### config.mk
export PLATFORM = sky130hd
export DESIGN_NAME = cfg_window_bridge
export DESIGN_NICKNAME = d
export VERILOG_FILES = /design/src/rtl/cfgwin_pkg.sv /design/src/rtl/cfgwin_decode.sv /design/src/rtl/cfgwin_state.sv /design/src/rtl/cfgwin_resp.sv /design/src/rtl/cfg_window_bridge.sv
export SDC_FILE = /design/constraint.sdc
export NUM_CORES = 1
export LEC_CHECK = 0
export BUFFER_PORTS_ARGS = -buffer_cell sky130_fd_sc_hd__buf_2
export CAP_MARGIN = 40
export CELL_PAD_IN_SITES_DETAIL_PLACEMENT = 1
export CELL_PAD_IN_SITES_GLOBAL_PLACEMENT = 1
export CORE_UTILIZATION = 35
export DETAILED_ROUTE_END_ITERATION = 10
export GPL_ROUTABILITY_DRIVEN = 0
export PLACE_DENSITY = 0.95
export SYNTH_ARGS = -nofsm -noshare
export SYNTH_HDL_FRONTEND = slang
export SYNTH_SLANG_ARGS = --single-unit
### constraint.sdc
create_clock -name clk -period 6.35 [get_ports clk]
set_clock_uncertainty 0.15 [all_clocks]
set_input_delay 1.27 -clock clk [delete_from_list [all_inputs] [get_ports clk]]
set_output_delay 1.27 -clock clk [all_outputs]
set_load 0.05 [all_outputs]
### src/rtl/cfgwin_pkg.sv
package cfgwin_pkg;

  typedef enum logic [1:0] {
    RT_PASS = 2'd0,
    RT_CFG  = 2'd1,
    RT_DROP = 2'd2
  } route_e;

  function automatic logic [3:0] size_bytes(input logic [1:0] code);
    case (code)
      2'd0:    return 4'd1;
      2'd1:    return 4'd2;
      default: return 4'd4;
    endcase
  endfunction

  function automatic logic [31:0] lane_mask(input logic [1:0] code);
    case (code)
      2'd0:    return 32'h0000_00FF;
      2'd1:    return 32'h0000_FFFF;
      default: return 32'hFFFF_FFFF;
    endcase
  endfunction

endpackage

### src/rtl/cfgwin_decode.sv
module cfgwin_decode
  import cfgwin_pkg::*;
#(
  parameter int AW        = 8,
  parameter int PTR_OFF   = 0,
  parameter int DAT_OFF   = 4,
  parameter int REG_BYTES = 4
) (
  input  logic [AW-1:0] addr,
  input  logic [1:0]    size,
  output logic          ptr_hit,
  output logic          ptr_exact,
  output logic          dat_hit,
  output logic          dat_inside,
  output logic [AW-1:0] dat_rel
);
  localparam int EW = AW + 1;

  logic [EW-1:0] lo, hi;

  always_comb begin
    lo         = {1'b0, addr};
    hi         = lo + EW'(size_bytes(size));
    ptr_hit    = (lo < EW'(PTR_OFF + REG_BYTES)) && (hi > EW'(PTR_OFF));
    ptr_exact  = (lo == EW'(PTR_OFF));
    dat_hit    = (lo < EW'(DAT_OFF + REG_BYTES)) && (hi > EW'(DAT_OFF));
    dat_inside = (lo >= EW'(DAT_OFF)) && (hi <= EW'(DAT_OFF + REG_BYTES));
    dat_rel    = addr - AW'(DAT_OFF);
  end
endmodule

### src/rtl/cfgwin_state.sv
module cfgwin_state #(
  parameter int          OFF_W = 12,
  parameter logic [31:0] MATCH = 32'h0000_4000
) (
  input  logic             clk,
  input  logic             rst,
  input  logic             ptr_wr,
  input  logic             ptr_exact,
  input  logic [31:0]      wdata,
  input  logic             bad_data,
  output logic             win_open,
  output logic [OFF_W-1:0] win_ofs,
  output logic             err
);
  localparam logic [31:0] MASK = 32'((64'd1 << OFF_W) - 64'd1);

  logic pattern_ok;
  assign pattern_ok = (wdata & ~MASK) == MATCH;

  always_ff @(posedge clk) begin
    if (rst) begin
      win_open <= 1'b0;
      win_ofs  <= '0;
      err      <= 1'b0;
    end else begin
      if (ptr_wr && ptr_exact) begin
        win_open <= pattern_ok;
        if (pattern_ok) win_ofs <= wdata[OFF_W-1:0];
      end
      if ((ptr_wr && !ptr_exact) || bad_data) err <= 1'b1;
    end
  end

  AST_RESET_STATE: assert property (@(posedge clk) $past(rst) |-> (!win_open && win_ofs == '0 && !err));
  AST_OFS_HOLD: assert property (@(posedge clk) disable iff (rst) !ptr_wr |=> $stable(win_ofs));
  AST_MISS_CLOSES: assert property (@(posedge clk) disable iff (rst) (ptr_wr && ptr_exact && !pattern_ok) |=> !win_open);
  AST_SKEW_HOLDS: assert property (@(posedge clk) disable iff (rst) (ptr_wr && !ptr_exact) |=> ($stable(win_open) && err));
  AST_ERR_STICKY: assert property (@(posedge clk) disable iff (rst) err |=> err);
endmodule

### src/rtl/cfgwin_resp.sv
module cfgwin_resp
  import cfgwin_pkg::*;
(
  input  logic        clk,
  input  logic        rst,
  input  logic        pend_cfg,
  input  logic        pend_pt,
  input  logic        pend_drop,
  input  logic [1:0]  size_q,
  input  logic [31:0] cfg_rdata,
  input  logic [31:0] pt_rdata,
  output logic [31:0] rdata,
  output logic        rvalid
);
  always_ff @(posedge clk) begin
    if (rst) begin
      rdata  <= '0;
      rvalid <= 1'b0;
    end else begin
      rvalid <= pend_cfg || pend_pt || pend_drop;
      if (pend_cfg)       rdata <= cfg_rdata & lane_mask(size_q);
      else if (pend_pt)   rdata <= pt_rdata & lane_mask(size_q);
      else if (pend_drop) rdata <= '0;
    end
  end

  AST_RVALID_FOLLOWS: assert property (@(posedge clk) disable iff (rst) (pend_cfg || pend_pt || pend_drop) |=> rvalid);
  AST_DROP_ZERO: assert property (@(posedge clk) disable iff (rst) pend_drop |=> (rdata == 32'd0));
endmodule

### src/rtl/cfg_window_bridge.sv
module cfg_window_bridge
  import cfgwin_pkg::*;
#(
  parameter int          AW       = 8,
  parameter int          PAW      = 16,
  parameter int          OFF_W    = 12,
  parameter logic [31:0] MATCH    = 32'h0000_4000,
  parameter int          BASE_OFF = 'h100
) (
  input  logic             clk,
  input  logic             rst,
  input  logic             h_rd,
  input  logic             h_wr,
  input  logic [AW-1:0]    h_addr,
  input  logic [1:0]       h_size,
  input  logic [31:0]      h_wdata,
  output logic [31:0]      h_rdata,
  output logic             h_rvalid,
  output logic             cfg_rd,
  output logic             cfg_wr,
  output logic [OFF_W-1:0] cfg_off,
  output logic [1:0]       cfg_size,
  output logic [31:0]      cfg_wdata,
  input  logic [31:0]      cfg_rdata,
  output logic             pt_rd,
  output logic             pt_wr,
  output logic [PAW-1:0]   pt_addr,
  output logic [1:0]       pt_size,
  output logic [31:0]      pt_wdata,
  input  logic [31:0]      pt_rdata,
  output logic             win_err
);
  localparam int PTR_OFF   = 0;
  localparam int DAT_OFF   = 4;
  localparam int REG_BYTES = 4;

  logic             ptr_hit, ptr_exact, dat_hit, dat_inside;
  logic [AW-1:0]    dat_rel;
  logic             win_open;
  logic [OFF_W-1:0] win_ofs;
  logic             do_rd, do_wr, active;
  route_e           route;
  logic [1:0]       size_q;
  logic [31:0]      wdata_q;
  logic             drop_q;

  cfgwin_decode #(
    .AW(AW), .PTR_OFF(PTR_OFF), .DAT_OFF(DAT_OFF), .REG_BYTES(REG_BYTES)
  ) u_dec (
    .addr(h_addr), .size(h_size), .ptr_hit(ptr_hit), .ptr_exact(ptr_exact),
    .dat_hit(dat_hit), .dat_inside(dat_inside), .dat_rel(dat_rel)
  );

  assign do_wr  = h_wr;
  assign do_rd  = h_rd && !h_wr;
  assign active = do_wr || do_rd;

  always_comb begin
    route = RT_PASS;
    if (win_open && dat_hit) route = dat_inside ? RT_CFG : RT_DROP;
  end

  cfgwin_state #(.OFF_W(OFF_W), .MATCH(MATCH)) u_state (
    .clk(clk), .rst(rst),
    .ptr_wr(do_wr && ptr_hit), .ptr_exact(ptr_exact), .wdata(h_wdata),
    .bad_data(active && route == RT_DROP),
    .win_open(win_open), .win_ofs(win_ofs), .err(win_err)
  );

  always_ff @(posedge clk) begin
    if (rst) begin
      cfg_rd  <= 1'b0;
      cfg_wr  <= 1'b0;
      cfg_off <= '0;
      pt_rd   <= 1'b0;
      pt_wr   <= 1'b0;
      pt_addr <= '0;
      size_q  <= '0;
      wdata_q <= '0;
      drop_q  <= 1'b0;
    end else begin
      cfg_rd <= 1'b0;
      cfg_wr <= 1'b0;
      pt_rd  <= 1'b0;
      pt_wr  <= 1'b0;
      drop_q <= 1'b0;
      if (active) begin
        size_q  <= h_size;
        wdata_q <= h_wdata;
        case (route)
          RT_CFG: begin
            cfg_rd  <= do_rd;
            cfg_wr  <= do_wr;
            cfg_off <= win_ofs + OFF_W'(dat_rel);
          end
          RT_DROP: drop_q <= do_rd;
          default: begin
            pt_rd   <= do_rd;
            pt_wr   <= do_wr;
            pt_addr <= PAW'(h_addr) + PAW'(BASE_OFF);
          end
        endcase
      end
    end
  end

  assign cfg_size  = size_q;
  assign pt_size   = size_q;
  assign cfg_wdata = wdata_q;
  assign pt_wdata  = wdata_q;

  cfgwin_resp u_resp (
    .clk(clk), .rst(rst),
    .pend_cfg(cfg_rd), .pend_pt(pt_rd), .pend_drop(drop_q),
    .size_q(size_q), .cfg_rdata(cfg_rdata), .pt_rdata(pt_rdata),
    .rdata(h_rdata), .rvalid(h_rvalid)
  );

  AST_SINGLE_TARGET: assert property (@(posedge clk) disable iff (rst) $onehot0({cfg_rd, cfg_wr, pt_rd, pt_wr, drop_q}));
  AST_CFG_ONLY_OPEN: assert property (@(posedge clk) disable iff (rst) (cfg_rd || cfg_wr) |-> win_open);
  AST_DROP_FLAGGED: assert property (@(posedge clk) disable iff (rst) drop_q |-> win_err);
endmodule

== Word-level counts from Yosys, hierarchy flattened ==
Cells that the tools add are included.

* Add/sub/neg operators: 4
* $lt $le $gt $ge: 6
* Equal/unequal tests: 5
* Multiplexer cells: 12
* Bitwise logic cells: 6
* Reductions and logical operators: 26

{| class="wikitable"
|+ Operators by type and width
! cell !! count
|-
| $mux W32 || 8
|-
| $and A32 B32 Y32 || 2
|-
| $pmux W32 S2 || 1
|-
| $eq A20 B3 Y1 const B || 1
|-
| $add A12 B8 Y12 || 1
|-
| $add A8 B9 Y10 const B || 1
|-
| $add A8 B3 Y9 || 1
|-
| $gt A9 B1 Y1 const B || 1
|-
| $gt A9 B3 Y1 const B || 1
|-
| $le A9 B4 Y1 const B || 1
|-
| $logic_and A1 B1 Y1 || 9
|-
| $ge A8 B3 Y1 const B || 1
|-
| $logic_not A8 Y1 || 1
|-
| $lt A8 B3 Y1 const B || 1
|-
| $lt A8 B4 Y1 const B || 1
|-
| $sub A8 B3 Y8 const B || 1
|-
| $eq A2 B1 Y1 const B || 3
|-
| $pmux W3 S2 || 1
|-
| $reduce_and A2 Y1 || 3
|-
| $reduce_or A3 Y1 || 2
|-
| $logic_not A2 Y1 || 2
|-
| $logic_or A1 B1 Y1 || 4
|-
| $mux W2 || 2
|-
| $not A1 Y1 || 4
|-
| other kinds (5) || 6
|}

* Flip-flop bits (word level): 114
* Input port bits: 110
* Output and inout bits: 134
* Word-level logic and storage cells: 73

== Longest topological paths before layout ==
* Depth after elaboration: 11
* Depth in mapped cells: 12
* Mapped depth without buffers: 11

== Cells and area by module ==
A second synthesis with hierarchy kept.

* Cell total of the unflattened synthesis: 641
* Area total of the unflattened synthesis: 5446.5 um^2

{| class="wikitable"
|+ By module, submodules not included
! module !! times used !! cells each !! area an instance (um^2) !! seq. area each (um^2)
|-
| cfg_window_bridge || 1 || 354 || 2896.5 || 1201.2
|-
| cfgwin_resp || 1 || 166 || 1467.7 || 660.6
|-
| cfgwin_state || 1 || 66 || 674.4 || 280.3
|-
| cfgwin_decode || 1 || 55 || 407.9 || 0.0
|}

== Worst setup path after synthesis ==
Ideal clock, no wire load.

* Path type: input to register
* Start: in h_size[0]
* End: reg cfg_off[6]
* Library setup time: 0.116 ns
* Data arrival time: 3.634 ns
* Required time: 6.084 ns
* Setup slack: 2.450 ns
* Stages: 11
* Path buffers: 1
* Cells stage by stage: nor2_1 -> ha_1 -> fa_1 -> a21oi_1 -> o2111ai_1 -> a2111oi_4 -> nor4b_4 -> o211ai_2 -> buf_6 -> o211a_1 -> a41o_1

* Cells in the longest elaborated chain, start to end: 9
* Elaborated cells between the ends (all ways): 13
* Those cells by class: 1 x add/sub; 2 x order compare; 2 x eq/ne; 3 x mux; 5 x reduce/logical

{| class="wikitable"
|+ RTL lines
! what !! line !! source
|-
| start, declared || cfg_window_bridge.sv:15 || <nowiki>input logic [1:0] h_size,</nowiki>
|-
| $eq A2 B1 Y1 / $logic_not A2 Y1 (equally long branches) || cfgwin_pkg.sv:10 || <nowiki>case (code)</nowiki>
|-
| $pmux W3 S2 * || cfgwin_pkg.sv:10 ||
|-
| $add A8 B3 Y9 * || cfgwin_decode.sv:23 || <nowiki>hi = lo + EW'(size_bytes(size));</nowiki>
|-
| $le A9 B4 Y1 / $gt A9 B3 Y1 (equally long branches) || cfgwin_decode.sv:27, cfgwin_decode.sv:26 ||
|-
| $logic_and A1 B1 Y1 (on tied branches) || cfgwin_decode.sv:27, cfgwin_decode.sv:26 ||
|-
| $mux W2 / $logic_and A1 B1 Y1 (equally long branches) || cfg_window_bridge.sv:60 || <nowiki>if (win_open && dat_hit) route = dat_inside ? RT_CFG : RT_DROP;</nowiki>
|-
| $mux W2 * || cfg_window_bridge.sv:60 ||
|-
| $eq A2 B1 Y1 * || cfg_window_bridge.sv:90 || <nowiki>case (route)</nowiki>
|-
| $reduce_and A2 Y1 (no source line) * || -- ||
|-
| end signal, assigned || cfg_window_bridge.sv:94 || <nowiki>cfg_off <= win_ofs + OFF_W'(dat_rel);</nowiki>
|-
| end, declared || cfg_window_bridge.sv:21 || <nowiki>output logic [OFF_W-1:0] cfg_off,</nowiki>
|}

Mark *: on every way between the ends. The rest lies on a longest branch, timed or not.
A chain may end at the register's enable or synchronous reset.

== Final worst setup path ==
* Start: in h_size[1]
* End: reg cfg_off[3]

The elaborated chain is that of the path after synthesis.

==> summary.md <==
| Metric | Value |
|---|---|
| Unrepaired setup endpoints after global routing | no |
| Die W | 123 µm |
| Vias per cell | about 5.1 |
| VDD IR max | approximately 0.00021 V |
| Starting density of the core | between 30% and 40% |
| Seq pwr share | between 40% and 50% |
| Ant. Diodes | 0 |
| Fin. Hold Viols | 0 |
| Vias in the first global route | roughly 5,000 |
| Beginning of the worst hold path | u_resp.rdata[2]$_SDFFE_PP0P_ |
| Rows | between 40 and 50 |
| R2R depth | 10 |
| Final setup violating endpoints | 0 |
| Max clock buf depth | 2 |
| Pint | roughly 1.1 mW |
| Worst Path Required | 6.48 ns |
| Ys flop type | dfxtp_1 |
| Logic pwr share | about a fifth |
| Max_cap viols | 0 |
| Min-delay worst type | reg -> reg |
| CTS sink count | 107 |
| Switching pwr | about 490 µW |
| Critical-path maximum fanout | 11 |
| DIE HEIGHT | roughly 120 µm |
| Reg2Reg Launch Point | u_state.win_ofs[0]$_SDFFE_PP0P_ |
| Net Sw Frac | a little under a third |
| Largest net degree at the start of global routing | 57 |
| Most area-consuming cells after synthesis | dfxtp_1 42%, nand2_1 8.8%, buf_4 6.6% |
| F_max | around 250 MHz |
| Grt ovf | 0 |
| Worst Setup Start Kind | input pin |
| Post-route insts no fill | a little under 1,000 |
| Placed insts | 972 |
| Global-route wire length before repair | about 25,000 µm |
| Total track usage | between 20% and 30% |
| Boundary pin count | 244 |
| Layout area overhead | 26.0% |
| CTS Root Cell | clkbuf_16 |
| Fin. max-slew vios | 0 |
| CTS buffer count | 9 |
| Hold slack | roughly 0.3 ns |
| Worst-path clk slew | 0.07 ns |
| Mapped Area | approximately 0.0051 mm² |
| Yosys reg bits | ~110 |
| Synthesized area per cell | 8.26 µm² |
| Share of the synthesized area in the top cell type | roughly two fifths |
| DR iter-0 viols | 170 |
| Fin Setup TNS | 0 ns |
| Cts hold-fix bufs | 0 |
| Status | finished, final reports clean |
| Endpoint class of the critical path | register |
| I/O Buffers | about 240 |
| Yosys synthesis warning count | 0 |
| Core Footprint | approximately 0.014 mm² |
| Post-Route WL | around 16,000 µm |
| Initial antenna violation count | 1 |
| Post-synth top cells | 120 x nand2_1, 107 x dfxtp_1, 56 x a21oi_1 |
| Final Net Count | approximately 930 |
| Post-CTS Setup Inserts | 0 |
| Wire per inst | ~16 µm |
| FF-to-FF End | cfg_off[10]$_SDFFE_PP0P_ |
| Pwr Total | approximately 1.6 mW |
| WS Path Type | in -> reg |
| DR DRC count | 0 |
| Yosys top cell by area | dfxtp_1 |
| Clock period minus worst slack | 4.06 ns |
| P per Cell Area | roughly 240 mW/mm² |
| Hold path depth | 2 |
| Post-synthesis sequential area ratio | between 40% and 50% |
| CTS tree | done |
| Mapped Cells | ~620 |
| Clk_lat worst skew | 0.35 ns |
| R2r setup slk | ~3.9 ns |
| Clock power frac | about a third |
| Via count | about 5,000 |
| CP arrival | 4.19 ns |
| Worst hold endpoint | u_resp.rdata[2]$_SDFFE_PP0P_ |
| Distinct cells, synth | 52 |
| Most numerous cell in the Yosys netlist | nand2_1 |
| Final Util | a little under half |
| Htree depth | 3 |
| Drt first pass iters | 4 |
| Detail Route Antenna Nets | 0 |
| Area of the die | ~0.015 mm² |
| DP Wirelength | roughly 12,000 µm |
| Number of synthesized flops with an enable pin | 0 |
| Final period utilization | a little under two thirds |
| Share of cells above drive strength 1 | between 30% and 40% |
| Post-CTS sizing | 0 |
| Worst-Margin Slew | about 0.63 ns |
| Post-synth ARST share | 0% |
| Worst slew margin | between 50 and 60% |
| Standby leakage power | approximately 3.2 nW |
==> sequential cells by signal (all words and copies together) (netlist names) <==
register,cells
pt_addr,9
cfg_rd,1
cfg_wdata,32
drop_q,1
pt_wr,1
u_state.err,1
cfg_wr,1
cfg_off,12
u_state.win_ofs,12
u_resp.rvalid,1
pt_rd,1
u_resp.rdata,32
cfg_size,2
u_state.win_open,1
==> how the worst max path moves through the flow <==
stage / startpoint / to / slack [ns] / cells after the start
2_1_floorplan: h_size[0] / cfg_off[6]$_SDFFE_PP0P_ / 2.45 / 11
3_3_place_gp: h_addr[0] / u_state.win_ofs[0]$_SDFFE_PP0P_ / 1.95 / 10
3_5_place_dp: h_addr[0] / cfg_off[3]$_SDFFE_PP0P_ / 1.93 / 10
4_1_cts: h_addr[0] / cfg_off[3]$_SDFFE_PP0P_ / 2.31 / 10
5_1_grt: h_addr[0] / cfg_off[3]$_SDFFE_PP0P_ / 2.12 / 10
6_report: h_size[1] / cfg_off[3]$_SDFFE_PP0P_ / 2.29 / 11
==> worst max-delay path, stage by stage <==
cell and delay, ns:
buf_2 0.12, nor2_1 0.05, ha_1 0.22, fa_1 0.45, a21oi_1 0.23, o2111ai_1 0.25, a2111oi_4 0.43, nor4b_4 0.32
o211ai_2 0.26, nor2_1 0.37, mux2i_1 0.22
==> metal layers <==
metal | track usage, % | vias to the layer above | part of all wire (%)
li1 | - | 2462 | -
met1 | 22.3 | 2368 | 39
met2 | 39.9 | 172 | 52
met3 | 5.03 | 28 | 6.3
met4 | 8.06 | 2 | 2.6
met5 | 0 | - | 0.081
==> area by class of cell <==
type | count | area, µm²
Inverter | 10 | 37.5
Multi-Input combinational cell | 432 | 2510
Fill cell | 1795 | 7630
Clock inverter | 5 | 55.1
Sequential cell | 107 | 2140
Tap cell | 180 | 225
Clock buffer | 10 | 229
Timing Repair Buffer | 243 | 1270
==> power by group through the flow <==
stage               logic, mW  clock network (mW)  registers [mW]
floorplan               0.161                   0           0.787
global placement        0.300                   0           0.718
detailed placement      0.309                   0           0.719
CTS                     0.311               0.572           0.704
global route            0.329               0.598           0.706
finish                  0.309               0.552           0.703
==> cells in the final DEF (no fill, tap or decap), types with 3 or more instances in the layout <==
cell type	instances
buf_2	236
nand2_1	120
dfxtp_1	107
a21oi_1	56
o21ai_0	51
nor2_1	41
a22oi_1	31
mux2i_1	19
ha_1	14
nand3_1	11
inv_1	10
clkbuf_16	9
nor3_1	8
conb_1	7
xnor2_1	6
and3_1	6
nor4_1	6
o211a_1	4
o211ai_1	4
buf_4	4
xor2_1	3
or2_2	3
a211oi_1	3
nand2b_1	3
nor4b_1	3
==> metrics by stage <==
step	worst slack, ns	instance area (µm²)
detailed placement	1.93	6190
global placement	1.95	6130
CTS	2.31	6470
finish	2.29	6470
floorplan	2.45	5160
global route	2.12	6470
==> logic make-up (layout without fill, tap and decap cells) <==
logic type	Yosys count	count (layout)	share of synthesized area (%)
and+or+nand+nor	213	213	18.3
AOI/OAI and AO/OA	168	168	20.3
DFF	107	107	41.7
buffers and inverters	89	268	10.2
muxes	19	19	3.70
adders and majority gates	16	16	4.19
xor gates and xnor gates	9	9	1.53
other	1	7	0.0730
Power figures use the tool's default switching activity.
